**src/rtl/jtag_rdbk_pkg.sv**
```systemverilog
package jtag_rdbk_pkg;
   localparam int PKT_W   = 32;
   localparam int NPKT    = 7;
   localparam int DR_BITS = PKT_W * NPKT;

   typedef enum logic [3:0] {
      PH_IDLE, PH_RST, PH_RTI, PH_TO_IR1, PH_IR1,
      PH_TO_DR, PH_DR, PH_TO_IR2, PH_IR2, PH_TO_RTI
   } phase_t;
endpackage

```
**src/rtl/rdbk_tck_gen.sv**
```systemverilog
module rdbk_tck_gen #(
   parameter int DIV = 4
) (
   input  logic clk,
   input  logic rst_n,
   input  logic run,
   output logic tck,
   output logic rise,
   output logic fall
);
   localparam int HALF = DIV / 2;
   localparam int CW   = (DIV > 2) ? $clog2(DIV) : 1;

   if (DIV < 2 || (DIV % 2) != 0) begin : g_bad_div
      $error("DIV must be an even value of at least 2");
   end

   logic [CW-1:0] cnt;

   assign rise = run && (cnt == CW'(HALF - 1));
   assign fall = run && (cnt == CW'(DIV - 1));

   always_ff @(posedge clk or negedge rst_n) begin
      if (!rst_n) begin
         cnt <= '0;
         tck <= 1'b0;
      end else if (!run) begin
         cnt <= '0;
         tck <= 1'b0;
      end else begin
         cnt <= fall ? '0 : cnt + 1'b1;
         if (rise)      tck <= 1'b1;
         else if (fall) tck <= 1'b0;
      end
   end

   AST_TCK_LOW_IDLE: assert property (@(posedge clk) disable iff (!rst_n)
      !$past(run) |-> !tck);
endmodule

```
**src/rtl/rdbk_pkt_rom.sv**
```systemverilog
module rdbk_pkt_rom
   import jtag_rdbk_pkg::*;
#(
   parameter int AW = 3
) (
   input  logic [AW-1:0]    addr,
   output logic [PKT_W-1:0] word
);
   if ((1 << AW) < NPKT) begin : g_bad_aw
      $error("packet ROM address too narrow");
   end

   always_comb begin
      case (addr)
         AW'(0):  word = 32'hFFFF_FFFF;
         AW'(1):  word = 32'hAA99_5566;
         AW'(2):  word = 32'h2000_0000;
         AW'(3):  word = 32'h3000_8001;
         AW'(4):  word = 32'h0000_0007;
         AW'(5):  word = 32'h2000_0000;
         AW'(6):  word = 32'h2000_0000;
         default: word = '0;
      endcase
   end
endmodule

```
**src/rtl/rdbk_seq.sv**
```systemverilog
module rdbk_seq
   import jtag_rdbk_pkg::*;
#(
   parameter int              IR_W    = 10,
   parameter logic [IR_W-1:0] IR_CFG  = 10'h3C5,
   parameter logic [IR_W-1:0] IR_SHUT = 10'h3C6
) (
   input  logic clk,
   input  logic rst_n,
   input  logic start,
   input  logic fall,
   output logic busy,
   output logic done,
   output logic tms,
   output logic tdi,
   output logic shifting
);
   localparam int IW  = $clog2(DR_BITS);
   localparam int BW  = $clog2(PKT_W);
   localparam int RAW = IW - BW;
   localparam int IRB = $clog2(IR_W);

   if (IR_W > DR_BITS || IR_W < 2) begin : g_bad_ir
      $error("IR_W out of range");
   end

   phase_t         phase, nphase;
   logic [IW-1:0]  idx, nidx;
   logic           last;
   logic [PKT_W-1:0] word;
   logic           ntms, ntdi;

   always_comb begin
      case (phase)
         PH_RST:    last = (idx == IW'(4));
         PH_RTI:    last = 1'b1;
         PH_TO_IR1,
         PH_TO_DR:  last = (idx == IW'(3));
         PH_IR1,
         PH_IR2:    last = (idx == IW'(IR_W - 1));
         PH_DR:     last = (idx == IW'(DR_BITS - 1));
         PH_TO_IR2: last = (idx == IW'(4));
         PH_TO_RTI: last = (idx == IW'(1));
         default:   last = 1'b1;
      endcase
   end

   always_comb begin
      nidx = last ? '0 : idx + 1'b1;
      if (!last) nphase = phase;
      else begin
         case (phase)
            PH_RST:    nphase = PH_RTI;
            PH_RTI:    nphase = PH_TO_IR1;
            PH_TO_IR1: nphase = PH_IR1;
            PH_IR1:    nphase = PH_TO_DR;
            PH_TO_DR:  nphase = PH_DR;
            PH_DR:     nphase = PH_TO_IR2;
            PH_TO_IR2: nphase = PH_IR2;
            PH_IR2:    nphase = PH_TO_RTI;
            default:   nphase = PH_IDLE;
         endcase
      end
   end

   rdbk_pkt_rom #(.AW(RAW)) u_rom (
      .addr (nidx[IW-1:BW]),
      .word (word)
   );

   always_comb begin
      ntdi = 1'b0;
      case (nphase)
         PH_RST:    ntms = 1'b1;
         PH_TO_IR1,
         PH_TO_DR:  ntms = (nidx < IW'(2));
         PH_IR1: begin
            ntms = (nidx == IW'(IR_W - 1));
            ntdi = IR_CFG[nidx[IRB-1:0]];
         end
         PH_DR: begin
            ntms = (nidx == IW'(DR_BITS - 1));
            ntdi = word[~nidx[BW-1:0]];
         end
         PH_TO_IR2: ntms = (nidx < IW'(3));
         PH_IR2: begin
            ntms = (nidx == IW'(IR_W - 1));
            ntdi = IR_SHUT[nidx[IRB-1:0]];
         end
         PH_TO_RTI: ntms = (nidx == IW'(0));
         default:   ntms = 1'b0;
      endcase
   end

   always_ff @(posedge clk or negedge rst_n) begin
      if (!rst_n) begin
         phase <= PH_IDLE;
         idx   <= '0;
         tms   <= 1'b0;
         tdi   <= 1'b0;
         done  <= 1'b0;
      end else begin
         done <= 1'b0;
         if (phase == PH_IDLE) begin
            if (start) begin
               phase <= PH_RST;
               idx   <= '0;
               tms   <= 1'b1;
               tdi   <= 1'b0;
            end
         end else if (fall) begin
            phase <= nphase;
            idx   <= nidx;
            tms   <= ntms;
            tdi   <= ntdi;
            done  <= (nphase == PH_IDLE);
         end
      end
   end

   assign busy     = (phase != PH_IDLE);
   assign shifting = (phase == PH_IR1) || (phase == PH_DR) || (phase == PH_IR2);

   AST_START_IGNORED: assert property (@(posedge clk) disable iff (!rst_n)
      (busy && !fall) |=> (busy && $stable(phase) && $stable(idx)));
   AST_DONE_ENDS_BUSY: assert property (@(posedge clk) disable iff (!rst_n)
      $rose(done) |-> $fell(busy));
endmodule

```
**src/rtl/jtag_rdbk_seq.sv**
```systemverilog
module jtag_rdbk_seq #(
   parameter int          DIV     = 4,
   parameter int          IR_W    = 10,
   parameter logic [IR_W-1:0] IR_CFG  = 10'h3C5,
   parameter logic [IR_W-1:0] IR_SHUT = 10'h3C6
) (
   input  logic clk,
   input  logic rst_n,
   input  logic start,
   output logic busy,
   output logic done,
   output logic tck,
   output logic tms,
   output logic tdi,
   input  logic tdo,
   output logic cap_valid,
   output logic cap_bit
);
   logic rise, fall, shifting;

   rdbk_tck_gen #(.DIV(DIV)) u_tck (
      .clk  (clk),
      .rst_n(rst_n),
      .run  (busy),
      .tck  (tck),
      .rise (rise),
      .fall (fall)
   );

   rdbk_seq #(.IR_W(IR_W), .IR_CFG(IR_CFG), .IR_SHUT(IR_SHUT)) u_seq (
      .clk     (clk),
      .rst_n   (rst_n),
      .start   (start),
      .fall    (fall),
      .busy    (busy),
      .done    (done),
      .tms     (tms),
      .tdi     (tdi),
      .shifting(shifting)
   );

   always_ff @(posedge clk or negedge rst_n) begin
      if (!rst_n) begin
         cap_valid <= 1'b0;
         cap_bit   <= 1'b0;
      end else begin
         cap_valid <= rise && shifting;
         if (rise) cap_bit <= tdo;
      end
   end

   AST_TMS_HOLD: assert property (@(posedge clk) disable iff (!rst_n)
      (tck && $past(tck)) |-> ($stable(tms) && $stable(tdi)));
   AST_CAP_ON_RISE: assert property (@(posedge clk) disable iff (!rst_n)
      cap_valid |-> $rose(tck));
   AST_DONE_ONE: assert property (@(posedge clk) disable iff (!rst_n)
      done |=> !done);
endmodule

```
**config.mk**
```make
export PLATFORM = sky130hd
export DESIGN_NAME = jtag_rdbk_seq
export DESIGN_NICKNAME = d
export VERILOG_FILES = /design/src/rtl/jtag_rdbk_pkg.sv /design/src/rtl/rdbk_tck_gen.sv /design/src/rtl/rdbk_pkt_rom.sv /design/src/rtl/rdbk_seq.sv /design/src/rtl/jtag_rdbk_seq.sv
export SDC_FILE = /design/constraint.sdc
export NUM_CORES = 1
export LEC_CHECK = 0
export CAP_MARGIN = 10
export CORE_ASPECT_RATIO = 0.8
export CORE_MARGIN = 4
export CORE_UTILIZATION = 25
export CTS_CLUSTER_DIAMETER = 50
export DETAILED_ROUTE_END_ITERATION = 10
export DONT_BUFFER_PORTS = 1
export GPL_TIMING_DRIVEN = 0
export PLACE_DENSITY_LB_ADDON = 0.2
export REMOVE_ABC_BUFFERS = 1
export SYNTH_ARGS = -nofsm -noshare
export SYNTH_HDL_FRONTEND = slang
export SYNTH_SLANG_ARGS = --single-unit
```
**constraint.sdc**
```tcl
create_clock -name clk -period 3.4 [get_ports clk]
set_input_delay 0.17 -clock clk [delete_from_list [all_inputs] [get_ports clk]]
set_output_delay 0.17 -clock clk [all_outputs]
set_load 0.01 [all_outputs]
```
==> results.md <==
* Multi-input combinational cell area at 0.001614 mm²
* Most instantiated library cell after synthesis: nand2_1
* Number of enable flip-flop cells after synthesis at 0
* Initial antenna violation count at 0
* Initial DRC count at about 180
* Sequential share of the synthesized area at between 20% and 30%
* First-pass GRT wire length at 10,860 µm
* Clock Skew at 0.003618 ns
* Final wirelength at a little under 7000 µm
* Num rows at 30
* Worst hold slack at 0.05839 ns
* Vias/cell at 5.539
* WS Path Type: flop to flop
* Worst Tran Pin Value at 1.006 ns
* GP Congestion at 0.8468
* Largest net degree at the start of global routing at 28
* Vias in the first global route at 1,948
* DIE WIDTH at 114.1 µm
* Most flops, register: u_seq.idx
* Hold Fails Final Rpt at 0
* P&R area growth vs syn at 13.56%
* Num ports at 11
* Cell-internal power at between 0.4 and 0.5 mW
* Clock root buffer: clkbuf_16
* Unique cell type count in the Yosys netlist at 76
* Crit path capture type: flop
* Setup Viol. Count Final at 0
* PwrDens at ~230 mW/mm²
* Clk Latency, worst-skew pair at around 0.26 ns
* Drt pass-1 iters at 5
* Sequential power share at 41.0%
* Port bufs at 0
* Number of fill cells in the layout at approximately 940
* TritonCTS Sinks at 20
* Primary FF master, synth: dfrtp_1
* Yosys top cell by area: dfrtp_1
* Reg-to-reg slack, setup at 0.15 ns
* Hold Path Class: input pin to flop
* Seq cells post-synth at 20
* Slew headroom at 32.71%
* CTS tree: yes
* Mapped Cells at 279
* Clock buffer count from CTS at 3
* DRC violation count after routing at 0
* Leak at 0.9996 nW
* Initial core utilization at 26.07%
* Largest registers: u_seq.idx: 8 flops, u_seq.phase: 4 flops, u_tck.cnt: 2 flops
* P_sw at about 0.11 mW
* Synthesized area at 0.002251 mm²
* Final setup margin at 0.1484 ns
* Slew Limit Fails at 0
* Max FFs per register at 8
* Via count at 2,177
* Minimum clock period at 3.252 ns
* Nets@finish at between 200 and 300
* Max Clock Freq at 0.3075 GHz
* Yosys warns at 0
* Share of cells above drive strength 1 at 22.78%
* Core area at 0.008633 mm²
* Clock share of power at between 50 and 60%
* Sw Share at 18.83%
* Reg area at 508.0 µm²
* Post-route ant nets at 0
* Clock transition at path regs at approximately 0.060 ns
* Final period util at 95.64%
* Grt total ovfl at 0
* Top cell type's share of synthesized area at 22.23%
* Die area at 0.01060 mm²
* Status: complete, no violations
* Overall Global Routing Usage at about 13%
* Worst Setup Start Kind: flop
* DP Worst Slack at -0.4359 ns
* Comb pwr share at around 1.1%
* Ant. Diodes at 0
* Syn Area/Cell at 8.068 µm²
* IR Drop Worst-Case VDD at about 0.00017 V
* Synth async-reset ratio at between 90% and 100%
* Wire per inst at 17.38 µm
* Max-cap violations at 0
* CP arrival at 3.39 ns
* WP data required at ~3.5 ns
* Crit Path Max Fanout at 8
* H-tree levels at 1
* Top post-synthesis cells by area: dfrtp_1 22%, ha_1 5.6%, o21ai_0 5.6%, nand2_1 4.3%, nor2_1 3.3%
* Post-synth top cells: 26 x nand2_1, 25 x o21ai_0, 20 x dfrtp_1, 20 x nor2_1, 14 x a21oi_1
* Clk buf depth at 2
* Detailed Place HPWL at 4618 µm
* Die height at 92.87 µm
cells by family (layout without fill, tap and decap cells):
logic type	Yosys count	in the layout	share of synthesized area, %
adders and majority gates	10	10	5.559
xor gates and xnor gates	9	9	3.502
DFF	20	20	22.23
AOI/OAI and AO/OA	77	78	23.74
buffers and inverters	33	34	9.839
muxes	8	8	3.724
and+or+nand+nor	122	122	31.41
repair_timing:
item | in CTS | in global routing
setup endpoints to repair | 2 | 3
cloned | 1 | 0
endpoints found under the hold margin | 20 | 0
hold buffers | 1 | 0
gates resized for setup | 10 | 9
buffers inserted | 1 | 17
pin swaps | 1 | 4
cells in the final DEF (no fill, tap or decap), drive strengths merged, types with 4 or more instances in the layout:
cell type / n
nor3: 10
a21oi: 15
inv: 11
xnor2: 4
o21ai: 26
nand4: 8
and2b: 4
nor2: 21
o31ai: 4
buf: 18
a31oi: 4
ha: 10
nand3: 8
and3: 7
a211oi: 4
and2: 5
mux2i: 5
or4: 5
xor2: 5
dfrtp: 20
or3: 5
nand2: 26
worst max-delay path: stages (launching register included):
cell       delay [ns]
dfrtp_2          0.48
inv_4            0.12
ha_4             0.18
and4bb_1         0.25
nor4_4           0.33
xor2_2           0.27
o31a_4           0.25
nand2_1          0.10
inv_1            0.09
ha_1             0.18
o21ai_0          0.09
and4_2           0.26
a211oi_2         0.23
a2bb2oi_1        0.21
o21ai_1          0.10
layer usage:
layer	global-route usage [%]	wire, µm	share of wire (%)	up-vias
met2	18.37	2948	43	74
met5	0	0	0	-
met1	19.90	3426	50	1050
met3	1.698	411	6.0	4
li1	-	-	-	1049
met4	2.077	42	0.62	0
metrics by stage:
step	power [mW]	instance area [µm²]	instances	setup TNS [ns]	utilization (%)
floorplan	0.2442	2071	257	0	-
global placement	0.2443	2211	369	-0.5686	25.61
detailed placement	0.2443	2211	369	-0.5105	25.61
CTS	0.5970	2386	376	0	27.64
global route	0.6071	2556	393	-0.02374	29.61
finish	0.5837	2556	393	0	29.61
power groups by stage:
stage | Combinational, mW | Sequential (mW) | Clock, mW
after detailed placement | 0.000590 | 0.244 | 0
after floorplan | 0.000557 | 0.244 | 0
after global placement | 0.000571 | 0.244 | 0
final | 0.00632 | 0.239 | 0.338
after global routing | 0.00803 | 0.239 | 0.360
after CTS | 0.00716 | 0.239 | 0.351
worst paths after layout:
kind	start	end	cells after the start
setup / recovery	u_seq.phase[0]	u_seq.tms	14
min in group asynchronous	rst_n	u_seq.idx[2]	1
hold / removal	tdo	cap_bit	1
max in group asynchronous	rst_n	u_seq.phase[2]	1
hold reg to reg	u_tck.cnt[0]	u_tck.cnt[0]	1
setup reg to reg	u_seq.phase[0]	u_seq.tms	14
area by class of cell:
type	instances	share of cell area, %
Clock buffer	3	2.937
Clock inverter	1	1.175
Inverter	11	1.713
Multi-Input combinational cell	227	63.14
Sequential cell	20	19.87
Tap cell	112	5.482
Timing Repair Buffer	19	5.678
Power figures use the tool's default switching activity.
